--- src/rtl/irw_pkg.sv ---
package irw_pkg;

    localparam int SEL_W  = 8;
    localparam int DATA_W = 32;
    localparam int ENT_W  = 64;

    localparam logic [7:0] OFS_SELECT = 8'h00;
    localparam logic [7:0] OFS_WINDOW = 8'h10;

    localparam logic [SEL_W-1:0] SEL_ID         = 8'h00;
    localparam logic [SEL_W-1:0] SEL_VER        = 8'h01;
    localparam logic [SEL_W-1:0] SEL_ARB        = 8'h02;
    localparam logic [SEL_W-1:0] SEL_TABLE_BASE = 8'h10;

    localparam logic [7:0] VERSION_CODE = 8'h20;

    typedef enum logic [2:0] {
        REG_ID,
        REG_VER,
        REG_ARB,
        REG_ENTRY,
        REG_NONE
    } reg_kind_e;

    // one redirection entry, MSB first
    typedef struct packed {
        logic [7:0]  dest;
        logic [38:0] rsvd;
        logic        mask;
        logic        trig;      // 0 edge, 1 level
        logic        rirr;
        logic        pol;
        logic        dlv;
        logic        dmode;
        logic [2:0]  dmod;
        logic [7:0]  vector;
    } redir_entry_t;

    function automatic redir_entry_t entry_reset_value();
        redir_entry_t e;
        e      = '0;
        e.mask = 1'b1;
        return e;
    endfunction

    // replace one 32-bit half, keeping the two status bits
    function automatic redir_entry_t merge_half(redir_entry_t old_e,
                                                logic [DATA_W-1:0] wd,
                                                logic upper);
        redir_entry_t e;
        logic [ENT_W-1:0] raw;
        raw = old_e;
        if (upper) raw[ENT_W-1:DATA_W] = wd;
        else       raw[DATA_W-1:0]     = wd;
        e      = redir_entry_t'(raw);
        e.rirr = old_e.rirr;
        e.dlv  = old_e.dlv;
        return e;
    endfunction

endpackage

--- src/rtl/irw_sel_decode.sv ---
module irw_sel_decode
    import irw_pkg::*;
#(
    parameter int NUM_PINS = 24,
    parameter int IDX_W    = 5
) (
    input  logic [SEL_W-1:0] sel,
    output reg_kind_e        kind,
    output logic [IDX_W-1:0] idx,
    output logic             upper
);
    logic [SEL_W-1:0] idx_full;

    always_comb begin
        idx_full = (sel - SEL_TABLE_BASE) >> 1;
        idx      = idx_full[IDX_W-1:0];
        upper    = sel[0];
        if (sel == SEL_ID)                                      kind = REG_ID;
        else if (sel == SEL_VER)                                kind = REG_VER;
        else if (sel == SEL_ARB)                                kind = REG_ARB;
        else if (sel >= SEL_TABLE_BASE && int'(idx_full) < NUM_PINS) kind = REG_ENTRY;
        else                                                    kind = REG_NONE;
    end
endmodule

--- src/rtl/irw_entry.sv ---
module irw_entry
    import irw_pkg::*;
(
    input  logic              clk,
    input  logic              rst,
    input  logic              wr_en,
    input  logic              wr_upper,
    input  logic [DATA_W-1:0] wr_data,
    input  logic              rirr_set,
    input  logic              rirr_clr,
    input  logic              dlv_set,
    input  logic              dlv_clr,
    output redir_entry_t      ent
);
    redir_entry_t nxt;

    always_comb begin
        nxt = ent;
        if (wr_en) nxt = merge_half(ent, wr_data, wr_upper);
        if (rirr_clr || (wr_en && !nxt.trig)) nxt.rirr = 1'b0;
        else if (rirr_set)                     nxt.rirr = 1'b1;
        if (dlv_clr)      nxt.dlv = 1'b0;
        else if (dlv_set) nxt.dlv = 1'b1;
    end

    always_ff @(posedge clk) begin
        if (rst) ent <= entry_reset_value();
        else     ent <= nxt;
    end

    AST_DLV_KEPT: assert property (@(posedge clk) disable iff (rst)
        (wr_en && !dlv_set && !dlv_clr) |=> (ent.dlv == $past(ent.dlv)));
    AST_RIRR_KEPT: assert property (@(posedge clk) disable iff (rst)
        (wr_en && !rirr_set && !rirr_clr) |=> (!ent.trig || ent.rirr == $past(ent.rirr)));
    AST_EDGE_NO_RIRR: assert property (@(posedge clk) disable iff (rst)
        wr_en |=> (ent.trig || !ent.rirr));
    AST_MASK_SW_ONLY: assert property (@(posedge clk) disable iff (rst)
        !wr_en |=> $stable(ent.mask));
endmodule

--- src/rtl/irw_ctrl.sv ---
module irw_ctrl
    import irw_pkg::*;
#(
    parameter int NUM_PINS = 24,
    parameter int ADDR_W   = 12
) (
    input  logic                      clk,
    input  logic                      rst,
    input  logic                      bus_valid,
    input  logic                      bus_we,
    input  logic [ADDR_W-1:0]         bus_addr,
    input  logic [DATA_W-1:0]         bus_wdata,
    output logic [DATA_W-1:0]         bus_rdata,
    input  logic [NUM_PINS-1:0]       rirr_set,
    input  logic [NUM_PINS-1:0]       rirr_clr,
    input  logic [NUM_PINS-1:0]       dlv_set,
    input  logic [NUM_PINS-1:0]       dlv_clr,
    output logic [ENT_W*NUM_PINS-1:0] entry_tbl
);
    localparam int         IDX_W   = (NUM_PINS > 1) ? $clog2(NUM_PINS) : 1;
    localparam logic [7:0] PIN_MAX = 8'(NUM_PINS - 1);

    logic [7:0]       ofs;
    logic             wr_sel, wr_win, rd_req;
    logic [SEL_W-1:0] sel_q;
    logic [3:0]       id_q;
    reg_kind_e        kind;
    logic [IDX_W-1:0] idx;
    logic             upper;
    redir_entry_t     ents [NUM_PINS];
    logic [ENT_W-1:0] sel_ent;
    logic [DATA_W-1:0] win_rdata;
    logic             unused_addr;

    assign ofs         = bus_addr[7:0];
    assign unused_addr = ^bus_addr;
    assign wr_sel      = bus_valid && bus_we && (ofs == OFS_SELECT);
    assign wr_win      = bus_valid && bus_we && (ofs == OFS_WINDOW);
    assign rd_req      = bus_valid && !bus_we;

    irw_sel_decode #(.NUM_PINS(NUM_PINS), .IDX_W(IDX_W)) dec_i (
        .sel(sel_q), .kind(kind), .idx(idx), .upper(upper)
    );

    always_ff @(posedge clk) begin
        if (rst) begin
            sel_q <= '0;
            id_q  <= '0;
        end else begin
            if (wr_sel) sel_q <= bus_wdata[SEL_W-1:0];
            if (wr_win && kind == REG_ID) id_q <= bus_wdata[27:24];
        end
    end

    for (genvar i = 0; i < NUM_PINS; i++) begin : g_ent
        irw_entry ent_i (
            .clk      (clk),
            .rst      (rst),
            .wr_en    (wr_win && kind == REG_ENTRY && idx == IDX_W'(i)),
            .wr_upper (upper),
            .wr_data  (bus_wdata),
            .rirr_set (rirr_set[i]),
            .rirr_clr (rirr_clr[i]),
            .dlv_set  (dlv_set[i]),
            .dlv_clr  (dlv_clr[i]),
            .ent      (ents[i])
        );
        assign entry_tbl[ENT_W*i +: ENT_W] = ents[i];
    end

    always_comb begin
        sel_ent = ents[idx];
        case (kind)
            REG_ID, REG_ARB: win_rdata = {4'h0, id_q, 24'h0};
            REG_VER:         win_rdata = {8'h00, PIN_MAX, 8'h00, VERSION_CODE};
            REG_ENTRY:       win_rdata = upper ? sel_ent[ENT_W-1:DATA_W] : sel_ent[DATA_W-1:0];
            default:         win_rdata = '1;
        endcase
    end

    always_ff @(posedge clk) begin
        if (rst) bus_rdata <= '0;
        else if (rd_req) begin
            case (ofs)
                OFS_SELECT: bus_rdata <= {{(DATA_W-SEL_W){1'b0}}, sel_q};
                OFS_WINDOW: bus_rdata <= win_rdata;
                default:    bus_rdata <= '0;
            endcase
        end
    end

    AST_RDATA_HOLD: assert property (@(posedge clk) disable iff (rst)
        !rd_req |=> $stable(bus_rdata));
    AST_ID_ZERO_FILL: assert property (@(posedge clk) disable iff (rst)
        (rd_req && ofs == OFS_WINDOW && sel_q == SEL_ARB)
        |=> (bus_rdata[23:0] == 24'h0 && bus_rdata[31:28] == 4'h0));
    AST_PAST_END_ONES: assert property (@(posedge clk) disable iff (rst)
        (rd_req && ofs == OFS_WINDOW && sel_q >= SEL_TABLE_BASE
         && int'(sel_q[7:1]) - 8 >= NUM_PINS) |=> (bus_rdata == '1));
    AST_OTHER_OFS_ZERO: assert property (@(posedge clk) disable iff (rst)
        (rd_req && ofs != OFS_SELECT && ofs != OFS_WINDOW) |=> (bus_rdata == '0));
endmodule

--- config.mk ---
export PLATFORM = sky130hd
export DESIGN_NAME = irw_ctrl
export DESIGN_NICKNAME = d
export VERILOG_FILES = /design/src/rtl/irw_pkg.sv /design/src/rtl/irw_sel_decode.sv /design/src/rtl/irw_entry.sv /design/src/rtl/irw_ctrl.sv
export SDC_FILE = /design/constraint.sdc
export NUM_CORES = 2
export LEC_CHECK = 0
export BUFFER_PORTS_ARGS = -buffer_cell sky130_fd_sc_hd__buf_2
export CELL_PAD_IN_SITES_DETAIL_PLACEMENT = 1
export CELL_PAD_IN_SITES_GLOBAL_PLACEMENT = 2
export CORE_AREA = 2 2 669 671
export CTS_BUF_LIST = sky130_fd_sc_hd__clkbuf_4
export CTS_CLUSTER_DIAMETER = 40
export DETAILED_ROUTE_END_ITERATION = 8
export DIE_AREA = 0 0 671 673
export PLACE_DENSITY = 0.55
export REMOVE_ABC_BUFFERS = 1
export SETUP_SLACK_MARGIN = 0.15
export SLEW_MARGIN = 20
export SYNTH_ARGS = -nofsm -noshare
export SYNTH_HDL_FRONTEND = slang
export SYNTH_SLANG_ARGS = --single-unit
--- constraint.sdc ---
create_clock -name clk -period 8.5 [get_ports clk]
set_input_delay 2.55 -clock clk [delete_from_list [all_inputs] [get_ports clk]]
set_output_delay 2.55 -clock clk [all_outputs]
set_load 0.005 [all_outputs]
== Word level (Yosys, flattened, before mapping) ==
Cells that the tools add are included.

* Register bits after elaboration: 1580
* Input bits: 144
* Output and inout port bits: 1568
* Logic and storage cells: 613

* Add/subtract/negate cells: 1
* Magnitude comparators: 3
* Equal/unequal tests: 29
* Multiplexer cells: 106
* Bitwise gates (word level): 2
* Reductions and logical operators: 205

{| class="wikitable"
|+ Operator list
! operator !! count
|-
| $mux 16 || 48
|-
| $bmux 64 s5 || 1
|-
| $mux 64 || 2
|-
| $reduce_or 2->1 || 49
|-
| $pmux 32 s3 || 1
|-
| $reduce_and 2->1 || 48
|-
| $pmux 32 s2 || 1
|-
| $logic_and 1x1->1 || 55
|-
| $mux 1 || 48
|-
| $eq 5x4->1 const B || 8
|-
| $eq 5x5->1 const B || 8
|-
| $mux 32 || 1
|-
| $logic_not 1->1 || 25
|-
| $logic_or 1x1->1 || 24
|-
| $eq 5x3->1 const B || 4
|-
| $logic_not 8->1 || 2
|-
| $mux 3 || 4
|-
| $eq 5x2->1 const B || 2
|-
| $eq 8x1->1 const B || 1
|-
| $eq 8x2->1 const B || 1
|-
| $eq 8x5->1 const B || 1
|-
| $ge 8x5->1 const B || 1
|-
| $sub 8x5->8 const B || 1
|-
| $lt 7x5->1 const B || 1
|-
| other kinds (8) || 9
|}

== Depth between registers and ports, before layout ==
* Word-level depth: 15
* Gate-level depth with buffers: 14
* Gate-level depth less buffers: 8

== Cells and area by module ==
A second synthesis with hierarchy kept.

* Cell total of the unflattened synthesis: 8143
* Area, all modules: 67905.1 sq um

{| class="wikitable"
|+ By module, submodules not included
! module !! instances !! cells each !! area an instance (sq um) !! sequential area each (sq um)
|-
| irw_entry || 24 || 279 || 2222.1 || 1281.2
|-
| irw_ctrl || 1 || 1423 || 14422.6 || 880.8
|-
| irw_sel_decode || 1 || 24 || 151.4 || 0.0
|}

== Worst setup path after synthesis ==
No wires, ideal clock.

* Path kind: input to register
* Start point: input bus_addr[2]
* End point: register g_ent[16].ent_i.ent[48] (netlist name)
* Setup time: 0.128 ns
* Data arrival time: 4.514 ns
* Data required time: 8.372 ns
* Slack: 3.858 ns
* Stages on the path: 8
* Cells stage by stage: nor4_4 nand3_1 or4_1 buf_4 nor4_4 buf_6 mux2i_1 nor2_1

* Word-level cells in the longest chain between the ends: 5

{| class="wikitable"
|+ Ends and longest elaborated chain
! what !! line !! text
|-
| start: declaration || irw_ctrl.sv:11 || <nowiki>input logic [ADDR_W-1:0] bus_addr,</nowiki>
|-
| $eq 8x5->1 || irw_ctrl.sv:38 || <nowiki>assign wr_win = bus_valid && bus_we && (ofs == OFS_WINDOW);</nowiki>
|-
| $logic_and 1x1->1 || irw_ctrl.sv:38 ||
|-
| $logic_and 1x1->1 (2 in series) || irw_ctrl.sv:59 || <nowiki>.wr_en (wr_win && kind == REG_ENTRY && idx == IDX_W'(i)),</nowiki>
|-
| $reduce_and 2->1 (no line) || - ||
|-
| end signal: assignment || irw_entry.sv:27 || <nowiki>if (rst) ent <= entry_reset_value();</nowiki>
|-
| end signal: assignment || irw_entry.sv:28 || <nowiki>else ent <= nxt;</nowiki>
|-
| end: declaration || irw_entry.sv:13 || <nowiki>output redir_entry_t ent</nowiki>
|}

Every way passes these cells.
A chain may end at the register's enable or synchronous reset.

== Final worst setup path ==
* Start point: register sel_q[4]
* End point: register g_ent[14].ent_i.ent[18] (netlist name)

* Word-level cells in the longest chain between the ends: 11

{| class="wikitable"
|+ Ends and longest elaborated chain
! what !! line !! text
|-
| start: declaration || irw_ctrl.sv:25 || <nowiki>logic [SEL_W-1:0] sel_q;</nowiki>
|-
| start signal: assignment || irw_ctrl.sv:50 || <nowiki>if (wr_sel) sel_q <= bus_wdata[SEL_W-1:0];</nowiki>
|-
| $sub 8x5->8 || irw_sel_decode.sv:15 || <nowiki>idx_full = (sel - SEL_TABLE_BASE) >> 1;</nowiki>
|-
| $lt 7x5->1 || irw_sel_decode.sv:21 || <nowiki>else if (sel >= SEL_TABLE_BASE && int'(idx_full) < NUM_PINS) kind = REG_ENTRY;</nowiki>
|-
| $logic_and 1x1->1 || irw_sel_decode.sv:21 ||
|-
| $mux 3 || irw_sel_decode.sv:21 ||
|-
| $mux 3 || irw_sel_decode.sv:20 || <nowiki>else if (sel == SEL_ARB) kind = REG_ARB;</nowiki>
|-
| $mux 3 || irw_sel_decode.sv:19 || <nowiki>else if (sel == SEL_VER) kind = REG_VER;</nowiki>
|-
| $mux 3 || irw_sel_decode.sv:18 || <nowiki>if (sel == SEL_ID) kind = REG_ID;</nowiki>
|-
| $eq 3x2->1 || irw_ctrl.sv:59 ||
|-
| $logic_and 1x1->1 || irw_ctrl.sv:59 ||
|-
| $logic_and 1x1->1 * || irw_ctrl.sv:59 ||
|-
| $reduce_and 2->1 (no line) * || - ||
|-
| end signal: assignment || irw_entry.sv:27 ||
|-
| end signal: assignment || irw_entry.sv:28 ||
|-
| end: declaration || irw_entry.sv:13 ||
|}

Mark *: on every way between the ends. The rest lies on a longest branch, timed or not.

==> flow_summary_export.csv <==
group,metric,value,unit
status,outcome,"complete, no violations",
global_route,grt_pass1_vias,70700,
synth,yosysWarnings,0,
global_route,overflow,0,
synth,synth_area,67800,um2
sta,finalSetupTns,0,ns
cts,holdBufCountCts,0,
pwr,p_per_area,181,nW/um2
die,start_util,0.153,
sta,min_period,5.77,ns
synth,ys_seq_area_frac,0.466,
synth,async_flop_share,0,
global_route,met2_usage,0.411,
pwr,p_leak,35.6,nW
sta,relSlewSlack,0.181,
global_route,grt_pass1_wl,726000,um
synth,ys_ff_latch,1580,
finish,multi_input_area,33300,um2
cts,cts_tree,"done",
placement,dp_hpwl,425000,um
sta,final_max_slew_viol_count,0,
cts,cts_resized,0,
cts,cts_setup_buffers,0,
sta,grt_setup_unrepaired,"false",
finish,layout.cells.non_filler,15600,
sta,hold_viol,0,
global_route,grtUsageTotal,0.240,
setup_path,critPathArrivalTime,7.09,ns
worst_hold_path,hold_class,"flop to flop",
die,die_y,673,um
sta,min_period_over_period,0.678,
setup_path,required,9.82,ns
finish,drive_above_1_share,0.328,
drt,routedWlPerCell,36.4,um
setup_path,critPathMaxFanout,30,
die,rows,245,
die,die_area,452000,um2
global_route,grt_util_met1,0.279,
job,max_cap_viol_count,0,
die,ios,1712,
global_route,busiest_layer,"met2",
die,coreArea,444000,um2
synth,synth_ff_type,"dfxtp_1",
finish,layout.nets,9406,
die,die_width,671,um
setup_path,crit_slowest_cell,"ha_4",
sta,setup_viol,0,
drt,drt-initial-drc-count,5222,
global_route,grt_start_max_net_pins,156,
cts,htreeDepth,6,
placement,place.gp.congestion,0.864,
cts,cts_buffers,533,
cts,clock-root-buffer,"clkbuf_4",
finish,syn2layout_area_growth,31.8,%
synth,synth_cells,7572,
sta,worstMarginPinSlew,1.23,ns
setup_path,cp_num_buf_inv,2,
sta,max_freq,0.173,GHz
global_route,gr-usage-met3,0.0593,
sta,holdWs,0.462,ns
cts,clock-sinks,1580,
setup_path,crit_chain,"clkinv_2, ha_4, nand3_1, nor2_1, and4_2, buf_4, nand2_1, a21oi_1",
drt,vias,69800,
setup_path,crit_type,"flop to flop",
drt,viasPerCell,4.48,
pwr,power.total,16.2,mW
placement,dp.cells,14700,
synth,ys_types,47,
drt,routed_wl,566000,um
setup_path,cpPeakStageDelay,1.19,ns
global_route,antenna_found_initial,104,
setup_path,cp_top_family,"simple AND/OR/NAND/NOR gates",
finish,seqCellArea,31600,um2
drt,first_pass_iters,5,
sta,clock_skew,0.211,ns
cts,cts_buffer_depth,4,
setup_path,crit_path_end_kind,"flop",
finish,fill_cells,52500,
cts,clk_pin_slew,0.06,ns
synth,synth-edff-count,0,
drt,drt_drc_violations_left,0,
drt,ant_nets,0,
cts,clock_latency,1.59,ns
setup_path,regToRegSetupSlack,2.73,ns
setup_path,start_kind,"flop",
placement,port_buffers,1707,
synth,syn_area_per_cell,8.96,um2
pwr,ir_drop,0.000107,V
## synth_stat cells (2+ instances only)
master / count / area (um2)
o32ai_1: 2 / 17.5
o2111ai_1: 23 / 201
nand2b_1: 8 / 50.1
o21ai_0: 33 / 165
clkbuf_1: 597 / 2240
a21oi_1: 1012 / 5060
o311ai_0: 2 / 17.5
mux4_2: 312 / 7030
a22oi_1: 112 / 841
buf_2: 128 / 641
nor4_4: 5 / 106
o22ai_1: 16 / 100
or4_1: 2 / 15.0
buf_6: 9 / 101
or3_1: 4 / 25.0
nand4_1: 42 / 263
nor3_1: 33 / 165
ha_1: 2 / 25.0
a32o_1: 6 / 60.1
a211oi_1: 22 / 165
a221oi_1: 32 / 280
and3b_1: 2 / 17.5
nor2b_1: 25 / 156
nor4_2: 4 / 50.1
and4_1: 32 / 280
and3_1: 5 / 31.3
buf_4: 20 / 150
inv_1: 4 / 15.0
nand3_1: 50 / 250
nand2_1: 2026 / 7600
buf_1: 27 / 101
and2_1: 2 / 12.5
a2111oi_0: 16 / 140
o211ai_1: 71 / 533
or2_2: 5 / 31.3
dfxtp_1: 1580 / 31600
mux2i_1: 674 / 6750
nor2_1: 596 / 2240
a32oi_1: 12 / 105
a221o_1: 12 / 120
## path summary, 6_finish.rpt
| check | start | to | cells after the start |
|---|---|---|---|
| worst max register to register | sel_q[4] | g_ent[14].ent_i.ent[18] | 8 |
| worst min register to register | g_ent[12].ent_i.ent[53] | g_ent[12].ent_i.ent[53] | 2 |
| worst min-delay path | g_ent[12].ent_i.ent[53] | g_ent[12].ent_i.ent[53] | 2 |
| worst max-delay path | sel_q[4] | g_ent[14].ent_i.ent[18] | 8 |
## sequential cells by signal, summed over array words and instances, names as in the netlist
| register | cells |
|---|---|
| bus_rdata | 32 |
| g_ent.ent_i.ent | 1536 |
| sel_q | 8 |
| id_q | 4 |
## layout make-up
cell class	count	area share
flip-flops and latches	1580	0.354
diodes	44	0.00123
inverters	5	0.000238
multi-input cells	5206	0.373
clock inverters	129	0.00952
well taps	5928	0.0830
repair buffers	1934	0.118
clock buffers	733	0.0616
## placed cells by master (no fill, tap or decap), types with 25 or more instances in the layout
master	instances
a21oi_1	1012
a221oi_1	30
a22oi_1	112
and4_2	30
buf_2	1677
buf_4	242
clkbuf_4	733
clkinv_1	72
dfxtp_1	1575
diode_2	44
mux2i_1	673
mux4_2	312
nand2_1	2024
nand3_1	50
nand4_1	42
nor2_1	594
nor2b_1	25
nor3_1	31
o211ai_1	71
## per-stage QoR
stage / utilization / setup WS (ns) / instance area, um2
after global placement: 0.187 / 2.06 / 82900
after CTS: 0.201 / 2.53 / 89300
after global routing: 0.201 / 2.59 / 89300
after detailed placement: 0.187 / 2.02 / 82900
after floorplan: - / -9.90 / 64600
final: 0.201 / 2.73 / 89400
## power by group
part	leakage [nW]	internal, mW	total [mW]	switching (mW)
Clock	3.75	4.19	8.19	4.00
Sequential	12.7	7.42	7.43	0.0142
Combinational	19.1	0.0792	0.568	0.488
Total	35.6	11.7	16.2	4.50
## worst reg2reg max path, delay by kind of cell, from the launching register on
family                   cells  cell delay, ns
AO/OA/AOI/OAI                1            0.17
adder cells (fa/ha/maj)      1            1.20
buffers and inverters        2            1.28
flip-flops                   1            0.66
AND/OR/NAND/NOR              4            2.32
## layer usage
metal | up-vias | share of wire
met5 | - | 0.00043
met4 | 36 | 0.056
met3 | 854 | 0.068
met2 | 2916 | 0.48
met1 | 36200 | 0.39
li1 | 29800 | -
## cells by family (layout without fill, tap and decap cells)
family / count (synthesis) / count (layout) / share of synthesized area
compound gates: 1372 / 1372 / 0.115
mux: 987 / 987 / 0.203
buf+inv: 786 / 2801 / 0.0480
other cells: 0 / 44 / 0
simple gates: 2845 / 2845 / 0.167
fa+ha+maj: 2 / 2 / 0.000369
flops: 1580 / 1580 / 0.466
Note: power is estimated with default switching activity, not from simulation.
